## config.mk

```make
export PLATFORM = sky130hd
export DESIGN_NAME = nvm_guard
export DESIGN_NICKNAME = d
export VERILOG_FILES = /design/src/rtl/nvm_guard_pkg.sv /design/src/rtl/nvm_region_dec.sv /design/src/rtl/nvm_write_gate.sv /design/src/rtl/nvm_wait_ctl.sv /design/src/rtl/nvm_guard.sv
export SDC_FILE = /design/constraint.sdc
export NUM_CORES = 1
export LEC_CHECK = 0
export BUFFER_PORTS_ARGS = -buffer_cell sky130_fd_sc_hd__buf_4
export CORE_MARGIN = 2
export CORE_UTILIZATION = 35
export CTS_CLUSTER_DIAMETER = 150
export CTS_CLUSTER_SIZE = 25
export DETAILED_ROUTE_END_ITERATION = 8
export GPL_ROUTABILITY_DRIVEN = 0
export GPL_TIMING_DRIVEN = 0
export PLACE_DENSITY = 0.72
export SYNTH_ARGS = -nofsm -noshare
export SYNTH_HDL_FRONTEND = slang
export SYNTH_SLANG_ARGS = --single-unit
```

## constraint.sdc

```tcl
create_clock -name clk -period 11.6 [get_ports clk]
set_clock_uncertainty 0.15 [all_clocks]
set_input_delay 1.74 -clock clk [delete_from_list [all_inputs] [get_ports clk]]
set_output_delay 1.74 -clock clk [all_outputs]
set_load 0.05 [all_outputs]
```

## src/rtl/nvm_guard_pkg.sv

```systemverilog
package nvm_guard_pkg;

    typedef enum logic [2:0] {
        RGN_NONE = 3'd0,
        RGN_DATA = 3'd1,
        RGN_CFG  = 3'd2,
        RGN_BOOT = 3'd3,
        RGN_MAIN = 3'd4
    } rgn_e;

    // registered state of the guard
    typedef struct packed {
        logic wait_pend;
        logic err;
    } guard_state_t;

endpackage

```

## src/rtl/nvm_region_dec.sv

```systemverilog
module nvm_region_dec
    import nvm_guard_pkg::*;
#(
    parameter int ADDR_W     = 24,
    parameter int PAGE_W     = 9,
    parameter int DATA_BASE  = 32'h0000_4000,
    parameter int DATA_BYTES = 2048,
    parameter int CFG_BASE   = 32'h0000_4800,
    parameter int CFG_BYTES  = 128,
    parameter int PROG_BASE  = 32'h0000_8000,
    parameter int PROG_LAST  = 32'h0002_7FFF,
    parameter int PAGE_BYTES = 512,
    parameter int MIN_PAGES  = 2
) (
    input  logic [ADDR_W-1:0] addr,
    input  logic [PAGE_W-1:0] boot_pages,
    output rgn_e              rgn
);
    localparam int        XW         = ADDR_W + 1;
    localparam int        PAGE_SHIFT = $clog2(PAGE_BYTES);
    localparam logic [XW-1:0] DATA_LO = XW'(DATA_BASE);
    localparam logic [XW-1:0] DATA_HI = XW'(DATA_BASE + DATA_BYTES - 1);
    localparam logic [XW-1:0] CFG_LO  = XW'(CFG_BASE);
    localparam logic [XW-1:0] CFG_HI  = XW'(CFG_BASE + CFG_BYTES - 1);
    localparam logic [XW-1:0] PROG_LO = XW'(PROG_BASE);
    localparam logic [XW-1:0] PROG_HI = XW'(PROG_LAST);
    localparam logic [PAGE_W-1:0] PMIN = PAGE_W'(MIN_PAGES);

    logic [PAGE_W-1:0] pages_eff;
    logic [XW-1:0]     span;
    logic [XW-1:0]     end_raw;
    logic [XW-1:0]     boot_end;
    logic [XW-1:0]     a_x;

    always_comb begin
        pages_eff = (boot_pages < PMIN) ? PMIN : boot_pages;
        span      = XW'(pages_eff) << PAGE_SHIFT;
        end_raw   = PROG_LO + span - XW'(1);
        boot_end  = (end_raw > PROG_HI) ? PROG_HI : end_raw;
        a_x       = {1'b0, addr};

        if (a_x >= DATA_LO && a_x <= DATA_HI) begin
            rgn = RGN_DATA;
        end else if (a_x >= CFG_LO && a_x <= CFG_HI) begin
            rgn = RGN_CFG;
        end else if (a_x >= PROG_LO && a_x <= boot_end) begin
            rgn = RGN_BOOT;
        end else if (a_x > boot_end && a_x <= PROG_HI) begin
            rgn = RGN_MAIN;
        end else begin
            rgn = RGN_NONE;
        end
    end

endmodule

```

## src/rtl/nvm_write_gate.sv

```systemverilog
module nvm_write_gate
    import nvm_guard_pkg::*;
(
    input  rgn_e rgn,
    input  logic prog_unlock,
    input  logic data_unlock,
    input  logic cfg_wr_en,
    output logic wr_ok
);
    always_comb begin
        unique case (rgn)
            RGN_DATA: wr_ok = data_unlock;
            RGN_CFG:  wr_ok = cfg_wr_en;
            RGN_MAIN: wr_ok = prog_unlock;
            RGN_BOOT: wr_ok = 1'b0;
            default:  wr_ok = 1'b0;
        endcase
    end

endmodule

```

## src/rtl/nvm_wait_ctl.sv

```systemverilog
module nvm_wait_ctl (
    input  logic req_valid,
    input  logic req_write,
    input  logic slow_clk,
    input  logic pend_q,
    output logic ready,
    output logic pend_d
);
    logic is_rd;

    always_comb begin
        is_rd  = req_valid && !req_write;
        ready  = req_valid && (req_write || !slow_clk || pend_q);
        pend_d = is_rd && slow_clk && !pend_q;
    end

endmodule

```

## src/rtl/nvm_guard.sv

```systemverilog
module nvm_guard
    import nvm_guard_pkg::*;
#(
    parameter int ADDR_W = 24,
    parameter int DATA_W = 8,
    parameter int PAGE_W = 9
) (
    input  logic              clk,
    input  logic              rst_n,
    input  logic              req_valid,
    input  logic              req_write,
    input  logic [ADDR_W-1:0] req_addr,
    input  logic [DATA_W-1:0] req_wdata,
    output logic              req_ready,
    output logic [DATA_W-1:0] rd_data,
    output logic [2:0]        region,
    output logic              prot_err,
    input  logic              prog_unlock,
    input  logic              data_unlock,
    input  logic              cfg_wr_en,
    input  logic [PAGE_W-1:0] boot_pages,
    input  logic              slow_clk,
    output logic [ADDR_W-1:0] arr_addr,
    output logic [DATA_W-1:0] arr_wdata,
    output logic              arr_rd_en,
    output logic              arr_wr_en,
    input  logic [DATA_W-1:0] arr_rdata
);
    guard_state_t st_d, st_q;
    rgn_e         rgn;
    logic         wr_ok;
    logic         mapped;
    logic         pend_nx;

    nvm_region_dec #(
        .ADDR_W (ADDR_W),
        .PAGE_W (PAGE_W)
    ) u_dec (
        .addr       (req_addr),
        .boot_pages (boot_pages),
        .rgn        (rgn)
    );

    nvm_write_gate u_gate (
        .rgn         (rgn),
        .prog_unlock (prog_unlock),
        .data_unlock (data_unlock),
        .cfg_wr_en   (cfg_wr_en),
        .wr_ok       (wr_ok)
    );

    nvm_wait_ctl u_wait (
        .req_valid (req_valid),
        .req_write (req_write),
        .slow_clk  (slow_clk),
        .pend_q    (st_q.wait_pend),
        .ready     (req_ready),
        .pend_d    (pend_nx)
    );

    always_comb begin
        mapped    = (rgn != RGN_NONE);
        arr_addr  = req_addr;
        arr_wdata = req_wdata;
        arr_rd_en = req_valid && !req_write && mapped;
        arr_wr_en = req_valid && req_write && wr_ok;
        rd_data   = arr_rd_en ? arr_rdata : '0;
        region    = rgn;
        prot_err  = st_q.err;

        st_d           = st_q;
        st_d.wait_pend = pend_nx;
        st_d.err       = req_valid && req_write && !wr_ok;
    end

    always_ff @(posedge clk or negedge rst_n) begin
        if (!rst_n) begin
            st_q <= '0;
        end else begin
            st_q <= st_d;
        end
    end

endmodule

```

==> flow_summary.json <==
{
  "status": "finished, final reports clean",
  "via_per_inst": 4.99,
  "drv_slew": 0,
  "fmax_ghz": 0.123,
  "hold_ws_ns": 0.352,
  "crit_required_ns": 9.71,
  "dp_hpwl_um": 3350,
  "dieArea_um2": 4460,
  "grt_pass1_vias": 1419,
  "rsz0062_at_grt": "no",
  "final_common_cell": "buf_4",
  "antenna_found_initial": 0,
  "first_pass_iters": 4,
  "vias": 1725,
  "min_path_type": "reg2reg",
  "synth_edf_count": 0,
  "grt_pass1_wl_um": 5950,
  "p_seq_share_pct": 5.3,
  "grt_usage_pct": 16.1,
  "top_usage_layer": "met2",
  "die_y_um": 66.8,
  "rows": 22,
  "initial_core_util_pct": 37.1,
  "ant_nets": 0,
  "ctsResizeCount": 0,
  "cts_hold_buf": 0,
  "wl_per_cell_um": 11.0,
  "core_area_um2": 3720,
  "clockPowerShare_pct": 19.3,
  "final_cell_mix": "buf_4 (127), nand2_1 (24), ha_1 (19)",
  "cp-start-kind": "input port",
  "fin_total_pwr_uw": 140,
  "comb_power_share_pct": 75.4,
  "drv_cap": 0,
  "avgSynthCellArea_um2": 7.07,
  "cp.arrival_ns": 6.27,
  "p_int_uw": 72.7,
  "drt_iter0_markers": 54,
  "clock-sinks": 2,
  "synth_area_um2": 1380,
  "clk_pin_slew_ns": 0.03,
  "ys_warn_count": 0,
  "ys_seq_elements": 2,
  "crit_type": "in2out",
  "wl_um": 3820,
  "hold_violations": 0,
  "cts_tree": "yes",
  "syn2layout_area_growth_pct": 60.4,
  "clockBufferDepth": 2,
  "layout-drive-gt1-share_pct": 47.7,
  "finalCriticalPeriod_ns": 8.16,
  "die_x_um": 66.8,
  "synth_cell_type_count": 44,
  "ys_seq_area_share_pct": 3.63,
  "pwr_density_cell_nw_per_um2": 63.4,
  "swShare_pct": 48.1,
  "end_kind": "primary output",
  "reg2reg_setup_slack_ns": 10.81,
  "stdcell_area_um2": 2210,
  "setup_viol": 0,
  "synth_top_flop_cell": "dfrtp_1",
  "pin_count": 104,
  "gr-usage-met3_pct": 1.69,
  "setup_tns_ns": 0,
  "grt_use_met2_pct": 29.9,
  "final_util_pct": 59.5,
  "cts-buffers-inserted": 3,
  "peakVddDrop_mv": 0.0279,
  "grt_max_degree": 11,
  "use_met1_pct": 20.5,
  "n_antenna_cell": 0,
  "post_cts_buffers": 0,
  "post-route-period-util_pct": 70.3,
  "worst-path-max-fanout": 10,
  "h-tree-depth": 1,
  "io_buffers": 95,
  "leakage_nw": 1.07,
  "synthArstFlopShare_pct": 100,
  "finalNetCount": 376,
  "postPlaceCellArea_um2": 2170,
  "worstSkewPairLatency_ns": 0.21,
  "ctsRootBufferMaster": "clkbuf_8",
  "switchingPower_uw": 67.5,
  "drc": 0,
  "grt_overflow_total": 0,
  "postSynthCellCount": 195
}
[power by group through the flow]
stage	clock [mW]	sequential [mW]	combinational, mW
5_1_grt	0.0279	0.00742	0.114
2_1_floorplan	0	0.00813	0.0692
6_report	0.0270	0.00741	0.106
3_5_place_dp	0	0.00748	0.106
3_3_place_gp	0	0.00747	0.105
4_1_cts	0.0275	0.00741	0.106
[state kept, by name (all words and copies together) (netlist names)]
name and count:
prot_err 1, st_q 1
[synth_stat cells, types with 2 or more instances]
cell type  count  area, µm²
nand3_1        6       30.0
nor2_1        14       52.6
nor4_1         4       25.0
nand2b_1       5       31.3
dfrtp_1        2       50.1
clkbuf_1       2       7.51
a21oi_2        2       17.5
o21ai_0        7       35.0
o41ai_1        2       17.5
a211oi_1      13       97.6
nand4_1        3       18.8
or2_2          2       12.5
and4_1         2       17.5
ha_1          19        238
or3_1          5       31.3
nor3_2         2       20.0
buf_4         32        240
nand2_1       24       90.1
or4_1          2       15.0
nor2b_1        3       18.8
buf_2          3       15.0
nor3_1         6       30.0
a21oi_1        3       15.0
xnor2_1        4       35.0
a311oi_1       2       17.5
o22ai_1        3       18.8
and2_1         6       37.5
[critical path: stages]
cell and delay [ns]:
buf_4 0.12, buf_2 0.16, or3_1 0.38, o41ai_2 0.38, ha_1 0.27, nand2b_1 0.15, or2_2 0.34, nor3_1 0.19
o22ai_1 0.12, a21oi_2 0.28, nor2b_1 0.18, ha_1 0.15, nand4_1 0.11, nor4_1 0.35, and4_1 0.25, a311oi_1 0.06
and2_1 0.18, clkbuf_1 0.14, buf_2 0.20, a211oi_1 0.26, buf_4 0.25
[path summary, 6_finish.rpt]
| check | depth (start not counted) | startpoint | endpoint |
|---|---|---|---|
| min | 2 | st_q[1] | st_q[1] |
| max reg2reg | 2 | st_q[1] | st_q[1] |
| max | 21 | boot_pages[6] | arr_rd_en |
| min in group asynchronous | 1 | rst_n | st_q[1] |
| max in group asynchronous | 1 | rst_n | prot_err |
| min reg2reg | 2 | st_q[1] | st_q[1] |
[cell families after synthesis]
logic type	synth area share [%]
AOI/OAI and AO/OA	21.8
and+or+nand+nor	33.8
other	0.272
DFF	3.63
buffers and inverters	20.1
adders and majority gates	17.2
xor gates and xnor gates	3.18
[final cells by class]
class | instances | area, µm²
timing repair buffer | 95 | 713
clock buffer | 3 | 41.3
sequential | 2 | 50.0
buffer | 39 | 278
multi-input combinational | 159 | 1070
fill | 360 | 1500
tap | 48 | 60.1
[routing by layer]
metal	part of all wire (%)	wire, µm
met3	9.2	350
met2	49	1860
met4	0	0
met5	0	0
met1	42	1600
[stage by stage]
| stage | cells | setup WS [ns] |
|---|---|---|
| after CTS | 346 | 3.42 |
| after detailed placement | 343 | 3.42 |
| final | 346 | 3.44 |
| after global placement | 343 | 3.37 |
| after floorplan | 200 | 3.41 |
| after global routing | 346 | 3.00 |
(Power assumes the default switching activity.)
